==> config.mk <==
export PLATFORM = sky130hd
export DESIGN_NAME = fdesc_loader
export DESIGN_NICKNAME = d
export VERILOG_FILES = /design/src/rtl/fdesc_pkg.sv /design/src/rtl/fdesc_win_chk.sv /design/src/rtl/fdesc_branch.sv /design/src/rtl/fdesc_loader.sv
export SDC_FILE = /design/constraint.sdc
export NUM_CORES = 1
export LEC_CHECK = 0
export BUFFER_PORTS_ARGS = -buffer_cell sky130_fd_sc_hd__buf_4
export CAP_MARGIN = 25
export CORE_ASPECT_RATIO = 1.75
export CORE_MARGIN = 3
export CORE_UTILIZATION = 57
export CTS_BUF_LIST = sky130_fd_sc_hd__clkbuf_4
export DETAILED_ROUTE_END_ITERATION = 10
export GPL_ROUTABILITY_DRIVEN = 0
export PLACE_DENSITY = 0.95
export SYNTH_ARGS = -nofsm -noshare
export SYNTH_HDL_FRONTEND = slang
export SYNTH_HIERARCHICAL = 1
export SYNTH_SLANG_ARGS = --single-unit
==> constraint.sdc <==
create_clock -name clk -period 5 [get_ports clk]
set_input_delay 0.5 -clock clk [delete_from_list [all_inputs] [get_ports clk]]
set_output_delay 0.5 -clock clk [all_outputs]
set_load 0.02 [all_outputs]
==> src/rtl/fdesc_pkg.sv <==
package fdesc_pkg;
  localparam int WORD_W   = 32;
  localparam int NWORDS   = 4;
  localparam int IDX_W    = $clog2(NWORDS);
  localparam int LEN_W    = 21;

  localparam logic [WORD_W-1:0] BRN_MASK = 32'hFFFF_FFF3;
  localparam logic [WORD_W-1:0] NXT_MASK = 32'hFFFF_FFF0;
  localparam int BRN_ARM  = 0;
  localparam int BRN_EVT  = 1;
  localparam int CMD_EOF  = 21;
  localparam int CMD_SOF  = 22;
  localparam int CMD_PAL  = 26;

  typedef enum logic [2:0] {S_IDLE, S_REQ, S_WAIT, S_CHECK, S_XFER} fstate_t;

  // window hit: addr >= base and addr + span <= base + size, without wrap
  function automatic logic win_hit(input logic [WORD_W-1:0] addr,
                                   input logic [WORD_W-1:0] base,
                                   input logic [WORD_W-1:0] size,
                                   input logic [WORD_W-1:0] span);
    logic [WORD_W:0] lo, hi;
    lo = {1'b0, addr} + {1'b0, span};
    hi = {1'b0, base} + {1'b0, size};
    return (addr >= base) && (lo <= hi);
  endfunction

  function automatic logic [LEN_W-1:0] cmd_len(input logic [WORD_W-1:0] cmd);
    return {cmd[20:2], 2'b00};
  endfunction
endpackage

==> src/rtl/fdesc_win_chk.sv <==
module fdesc_win_chk
  import fdesc_pkg::*;
#(
  parameter int NWIN = 2,
  parameter logic [NWIN-1:0][WORD_W-1:0] WIN_BASE = {32'h1000_0000, 32'h8000_0000},
  parameter logic [NWIN-1:0][WORD_W-1:0] WIN_SIZE = {32'h0000_0100, 32'h0100_0000},
  parameter logic [WORD_W-1:0] SPAN = '0
) (
  input  logic [WORD_W-1:0] addr,
  output logic              ok
);
  logic [NWIN-1:0] hit;
  for (genvar w = 0; w < NWIN; w++) begin : g_win
    assign hit[w] = win_hit(addr, WIN_BASE[w], WIN_SIZE[w], SPAN);
  end
  assign ok = |hit;
endmodule

==> src/rtl/fdesc_branch.sv <==
module fdesc_branch
  import fdesc_pkg::*;
(
  input  logic              clk,
  input  logic              rst_n,
  input  logic              wr,
  input  logic [WORD_W-1:0] wdata,
  input  logic              take,
  output logic [WORD_W-1:0] q,
  output logic              ev
);
  always_ff @(posedge clk or negedge rst_n) begin
    if (!rst_n) begin
      q  <= '0;
      ev <= 1'b0;
    end else begin
      ev <= take & q[BRN_EVT];
      if (wr) q <= wdata & BRN_MASK;
      else if (take) q[BRN_ARM] <= 1'b0;
    end
  end


  arm_clr_chk: assert property (@(posedge clk) disable iff (!rst_n)
    (take && !wr) |=> !q[BRN_ARM]);

  wr_wins_chk: assert property (@(posedge clk) disable iff (!rst_n)
    wr |=> (q == ($past(wdata) & BRN_MASK)));

  ev_src_chk: assert property (@(posedge clk) disable iff (!rst_n)
    ev |-> $past(take));
endmodule

==> src/rtl/fdesc_loader.sv <==
module fdesc_loader
  import fdesc_pkg::*;
#(
  parameter int NWIN = 2,
  parameter logic [NWIN-1:0][WORD_W-1:0] WIN_BASE = {32'h1000_0000, 32'h8000_0000},
  parameter logic [NWIN-1:0][WORD_W-1:0] WIN_SIZE = {32'h0000_0100, 32'h0100_0000}
) (
  input  logic              clk,
  input  logic              rst_n,
  input  logic              chan_en,
  input  logic              frame_start,
  input  logic              nxt_wr,
  input  logic [WORD_W-1:0] nxt_wdata,
  input  logic              brn_wr,
  input  logic [WORD_W-1:0] brn_wdata,
  output logic              rd_req_valid,
  input  logic              rd_req_ready,
  output logic [WORD_W-1:0] rd_req_addr,
  input  logic              rd_resp_valid,
  input  logic [WORD_W-1:0] rd_resp_data,
  output logic              ld_done,
  output logic              xfer_go,
  output logic              xfer_pal,
  output logic [LEN_W-1:0]  xfer_len,
  input  logic              xfer_done,
  output logic [WORD_W-1:0] nxt_desc,
  output logic [WORD_W-1:0] src_addr,
  output logic [WORD_W-1:0] frame_id,
  output logic [WORD_W-1:0] cmd_word,
  output logic [WORD_W-1:0] brn_reg,
  output logic              ev_branch,
  output logic              ev_sof,
  output logic              ev_eof,
  output logic              ev_buserr,
  output logic              busy
);
  localparam logic [WORD_W-1:0] DESC_SPAN = WORD_W'(NWORDS * 4);
  localparam logic [IDX_W-1:0]  LAST_IDX  = IDX_W'(NWORDS - 1);

  fstate_t           state;
  logic [IDX_W-1:0]  idx_q;
  logic [WORD_W-1:0] base_q, nxt_q, src_q, fid_q, cmd_q;
  logic              ld_done_q, go_q, sof_q, eof_q, ber_q;

  // named internal events
  logic              start_ok, take_brn, desc_ok, src_ok, src_bad;
  logic [WORD_W-1:0] pick_addr;

  assign start_ok  = (state == S_IDLE) && frame_start && chan_en;
  assign take_brn  = start_ok && brn_reg[BRN_ARM];
  assign pick_addr = brn_reg[BRN_ARM] ? {brn_reg[WORD_W-1:4], 4'b0000} : nxt_q;
  assign src_bad   = (src_q == '0) || !src_ok;

  fdesc_branch u_brn (
    .clk(clk), .rst_n(rst_n), .wr(brn_wr), .wdata(brn_wdata),
    .take(take_brn), .q(brn_reg), .ev(ev_branch)
  );

  fdesc_win_chk #(.NWIN(NWIN), .WIN_BASE(WIN_BASE), .WIN_SIZE(WIN_SIZE), .SPAN(DESC_SPAN))
    u_desc_win (.addr(pick_addr), .ok(desc_ok));

  fdesc_win_chk #(.NWIN(NWIN), .WIN_BASE(WIN_BASE), .WIN_SIZE(WIN_SIZE), .SPAN('0))
    u_src_win (.addr(src_q), .ok(src_ok));

  always_ff @(posedge clk or negedge rst_n) begin
    if (!rst_n) begin
      state <= S_IDLE;
      idx_q <= '0;
      base_q <= '0;
      nxt_q <= '0;
      src_q <= '0;
      fid_q <= '0;
      cmd_q <= '0;
      ld_done_q <= 1'b0;
      go_q <= 1'b0;
      sof_q <= 1'b0;
      eof_q <= 1'b0;
      ber_q <= 1'b0;
    end else begin
      ld_done_q <= 1'b0;
      go_q <= 1'b0;
      sof_q <= 1'b0;
      eof_q <= 1'b0;
      ber_q <= 1'b0;
      if (nxt_wr) nxt_q <= nxt_wdata & NXT_MASK;
      unique case (state)
        S_IDLE: if (start_ok) begin
          base_q <= pick_addr;
          src_q  <= '0;
          idx_q  <= '0;
          state  <= desc_ok ? S_REQ : S_CHECK;
        end
        S_REQ: if (rd_req_ready) state <= S_WAIT;
        S_WAIT: if (rd_resp_valid) begin
          case (idx_q)
            2'd0:    nxt_q <= rd_resp_data;
            2'd1:    src_q <= rd_resp_data;
            2'd2:    fid_q <= rd_resp_data;
            default: cmd_q <= rd_resp_data;
          endcase
          if (idx_q == LAST_IDX) begin
            ld_done_q <= 1'b1;
            state <= S_CHECK;
          end else begin
            idx_q <= idx_q + 1'b1;
            state <= S_REQ;
          end
        end
        S_CHECK: if (src_bad) begin
          ber_q <= 1'b1;
          state <= S_IDLE;
        end else begin
          go_q  <= 1'b1;
          sof_q <= cmd_q[CMD_SOF] & ~cmd_q[CMD_PAL];
          state <= S_XFER;
        end
        S_XFER: if (xfer_done) begin
          eof_q <= cmd_q[CMD_EOF] & ~cmd_q[CMD_PAL];
          state <= S_IDLE;
        end
        default: state <= S_IDLE;
      endcase
    end
  end

  assign rd_req_valid = (state == S_REQ);
  assign rd_req_addr  = base_q + WORD_W'({idx_q, 2'b00});
  assign ld_done   = ld_done_q;
  assign xfer_go   = go_q;
  assign xfer_pal  = cmd_q[CMD_PAL];
  assign xfer_len  = cmd_len(cmd_q);
  assign nxt_desc  = nxt_q;
  assign src_addr  = src_q;
  assign frame_id  = fid_q;
  assign cmd_word  = cmd_q;
  assign ev_sof    = sof_q;
  assign ev_eof    = eof_q;
  assign ev_buserr = ber_q;
  assign busy      = (state != S_IDLE);


  req_hold_chk: assert property (@(posedge clk) disable iff (!rst_n)
    (rd_req_valid && !rd_req_ready) |=> (rd_req_valid && $stable(rd_req_addr)));

  done_next_chk: assert property (@(posedge clk) disable iff (!rst_n)
    ld_done |=> (xfer_go || ev_buserr));

  pal_quiet_chk: assert property (@(posedge clk) disable iff (!rst_n)
    (ev_sof || ev_eof) |-> !xfer_pal);

  ber_excl_chk: assert property (@(posedge clk) disable iff (!rst_n)
    ev_buserr |-> (!xfer_go && !ev_sof && !ev_eof));

  idle_off_chk: assert property (@(posedge clk) disable iff (!rst_n)
    (!busy && !chan_en) |=> !busy);

  src_clr_chk: assert property (@(posedge clk) disable iff (!rst_n)
    (busy && !$past(busy)) |-> (src_addr == '0));
endmodule

==> flow_summary_export.csv <==
group,metric,value,unit
global_routing,antenna_found_initial,1,
worst_setup_path,criticalPathCategory,"reg -> reg",
placement,postPlaceCellArea,0.0125,mm^2
cells_and_area,final_core_util,74.9,%
timing,fin_ws,1310,ps
floorplanning,dieArea,0.0196,mm^2
timing,tightest_slew,947,ps
job,max_cap_viol_count,0,
timing,relSlewSlack,36.7,%
floorplanning,core_area,0.0175,mm^2
global_routing,grt_pass1_vias,9294,
logic_synthesis,synthMuxAreaShare,19.5,%
cells_and_area,multiInputGateArea,0.00468,mm^2
detailed_routing,wl_per_cell,21.8,um
power_and_ir_drop,p_leak,6.38,nW
cells_and_area,final_area,0.0131,mm^2
worst_setup_path,crit_path_end_kind,"flop",
logic_synthesis,synth-compound-area-share,7.23,%
global_routing,grt_start_max_net_pins,121,
global_routing,grt.overflow.total,0,
timing,fmax,271,MHz
global_routing,grtUsageTotal,32.7,%
logic_synthesis,synth-xor-area-share,2.92,%
placement,dp_cells,1395,
clock_network,cts_tree,"yes",
worst_setup_path,worstPathArrival,4180,ps
cells_and_area,fin_nets,1330,
timing,tns,0,ps
clock_network,cts_buffers,47,
timing,final.period_utilization,73.8,%
logic_synthesis,synth_top_family_by_area,"multiplexers",
clock_network,clk_latency,620,ps
floorplanning,die_h,183,um
detailed_routing,routed_wl,32.2,mm
logic_synthesis,synth_seq_area_share,49.4,%
timing,rsz0062_at_grt,"no",
power_and_ir_drop,p_switching,3.57,mW
detailed_routing,drcViolationCount,0,
timing,final-max-slew-violation-count,0,
clock_network,clockRootBuffer,"clkbuf_4",
logic_synthesis,ys_warn_count,6,
power_and_ir_drop,p_total,8.23,mW
detailed_routing,dr.pass1.iters,7,
placement,dp_slack,1390,ps
clock_network,ctsResizeCount,0,
power_and_ir_drop,pwr-share-clk,16.1,%
logic_synthesis,yosysUniqueCellTypes,68,
power_and_ir_drop,switching_share,43.4,%
timing,fin_skew,53.1,ps
worst_setup_path,worstPathRequired,5490,ps
floorplanning,rows,64,
timing,hold_ws,110,ps
power_and_ir_drop,internal_power,4.66,mW
power_and_ir_drop,peakVddDrop,434,uV
hold_path,hold_path_class,"in -> reg",
logic_synthesis,synth_simple_gate_area_share,14.7,%
detailed_routing,num_vias,8601,
cells_and_area,regArea,0.00503,mm^2
timing,min_period,3690,ps
cells_and_area,fillerInstances,1134,
logic_synthesis,postSynthCellCount,906,
status,outcome,"completed",
cells_and_area,syn_to_final_growth,28.8,%
logic_synthesis,synth_seq_cells,201,
clock_network,htreeDepth,2,
logic_synthesis,async_flop_share,100,%
detailed_routing,vias_per_cell,5.83,
worst_setup_path,start_kind,"flop",
placement,io_buffer_count,316,
timing,hold_viol_final,0,
detailed_routing,postRouteAntennaNets,0,
logic_synthesis,synth_edf_count,0,
logic_synthesis,synthFlopType,"dfrtp_1",
power_and_ir_drop,p_per_area,627,mW/mm^2
worst_setup_path,worstPathMaxFanout,15,
cells_and_area,drive_gt1_share,43.0,%
power_and_ir_drop,p_seq_share,35.3,%
cells_and_area,fin_cells,1475,
logic_synthesis,synthAdderAreaFrac,1.30,%
timing,setup_viol,0,
logic_synthesis,post_synth.cell_area_avg,11.2,um^2
detailed_routing,initialDrtViolationCount,428,
floorplanning,fp.dieW,107,um
placement,place_hpwl,23.9,mm
logic_synthesis,netlist_area,0.0102,mm^2
floorplanning,ios,327,
clock_network,cts_sinks,201,
clock_network,clk_path_buf_depth,3,
clock_network,path_clk_slew,80,ps
global_routing,grt_pass1_wl,49.9,mm
power_and_ir_drop,comb_power_share,48.6,%
floorplanning,initial_core_util,58.1,%
==> power groups by stage <==
| stage | Clock [mW] | Combinational [mW] | Sequential [mW] |
|---|---|---|---|
| 2_1_floorplan | 0 | 1.88 | 3.28 |
| 3_3_place_gp | 0 | 3.83 | 2.85 |
| 3_5_place_dp | 0 | 3.96 | 2.90 |
| 4_1_cts | 1.35 | 3.99 | 2.89 |
| 5_1_grt | 1.44 | 4.23 | 2.99 |
| 6_report | 1.32 | 4.00 | 2.91 |
==> cells in the final DEF, fill, tap and decap left out, types with 7 or more instances in the layout <==
master / instances
a21oi_1: 39
nand4_1: 18
nand3_1: 16
buf_4: 321
inv_1: 18
mux2_1: 21
ha_1: 9
o21ai_0: 50
clkbuf_4: 64
xnor2_1: 27
nor4_1: 13
nor2_1: 51
nand2_1: 96
nor3_1: 13
dfrtp_1: 201
and3_1: 10
xor2_1: 7
mux2_4: 22
mux2_2: 100
clkinv_1: 10
mux2i_1: 29
==> cells in the mapped netlist, drive strengths merged, types with 2 or more instances <==
cell       n  area share (%)
nor2b      6            0.37
o21ai     51             2.5
dfrtp    201              49
ha         9             1.1
or3        4            0.29
xnor2     27             2.3
nand4b     4            0.34
and3      10            0.61
nor2      52             2.0
buf       45             3.5
nor3b      3            0.33
a211oi     6            0.44
or4        5            0.41
mux2i     29             2.8
o221ai     3            0.38
nand2b     4            0.25
and2       5            0.31
and4       5            0.48
a41oi      3            0.26
nand3     21             1.4
o211ai     2            0.15
a21oi     39             1.9
clkbuf    22            0.81
o31ai      5            0.37
nand3b     6            0.44
nand2     96             3.5
conb       2           0.074
xor2       7            0.60
or2        3            0.18
nor4b      4            0.55
nand4     19             1.2
a31oi      4            0.25
nor3      15            0.83
mux2     143              17
o2111ai    2            0.17
nor4      14            0.92
inv       18            0.66
==> critical path, stage by stage (launching register included) <==
cell and delay (ps):
dfrtp_1 790, buf_4 310, mux2_2 410, ha_1 260, and4_1 220, and3_1 230, a311oi_1 310, a31oi_1 90
nor3_1 200, nand4b_1 190, o221ai_2 250, nor2_1 60, a21oi_1 120, o221ai_1 110
==> sequential cells by signal, summed over array words and instances (netlist names) <==
| name | flops |
|---|---|
| idx_q | 2 |
| ld_done | 1 |
| nxt_desc | 32 |
| src_addr | 32 |
| ev_buserr | 1 |
| u_brn/q | 30 |
| state | 3 |
| base_q | 32 |
| cmd_word | 32 |
| u_brn/ev | 1 |
| ev_sof | 1 |
| xfer_go | 1 |
| ev_eof | 1 |
| frame_id | 32 |
==> path summary, 6_finish.rpt <==
check,startpoint,end,slack [ps],cells past startpoint
min reg2reg,frame_id[17]$_DFFE_PN0P_,frame_id[17]$_DFFE_PN0P_,490,1
min in group asynchronous,rst_n,u_brn/q[30]$_DFFE_PN0P_,310,2
max,u_brn/q[0]$_DFFE_PN0P_,state[1]$_DFFE_PN0P_,1310,13
max reg2reg,u_brn/q[0]$_DFFE_PN0P_,state[1]$_DFFE_PN0P_,1310,13
max in group asynchronous,rst_n,frame_id[9]$_DFFE_PN0P_,3480,4
min,brn_wdata[29],u_brn/q[29]$_DFFE_PN0P_,110,2
==> logic make-up after synthesis <==
kind of cell	after synthesis
xor gates and xnor gates	34
buffers and inverters	85
and+or+nand+nor	278
muxes	172
DFF	201
adders and majority gates	10
other	2
AOI/OAI and AO/OA	124
==> final cells by class <==
cell class                      count  area share [%]
Antenna cell                        1          0.0191
Clock inverter                     13           0.772
Tap cell                          231            2.20
Timing Repair Buffer              325            18.9
Inverter                           18           0.515
Multi-Input combinational cell    622            35.6
Sequential cell                   201            38.3
Clock buffer                       64            3.66
==> per-layer routing <==
layer  track usage, %  part of all wire (%)
met5                0                     0
met4             17.7                   5.4
met2             60.1                    55
met3             5.53                   6.5
met1             35.0                    33
==> timing repair <==
| item | CTS | global route |
|---|---|---|
| endpoints found under the setup margin | 0 | 0 |
| hold buffers | 0 | 1 |
| setup buffers | 0 | 0 |
| endpoints found under the hold margin | 0 | 23 |
No activity file was read; power rests on OpenSTA's default activity.
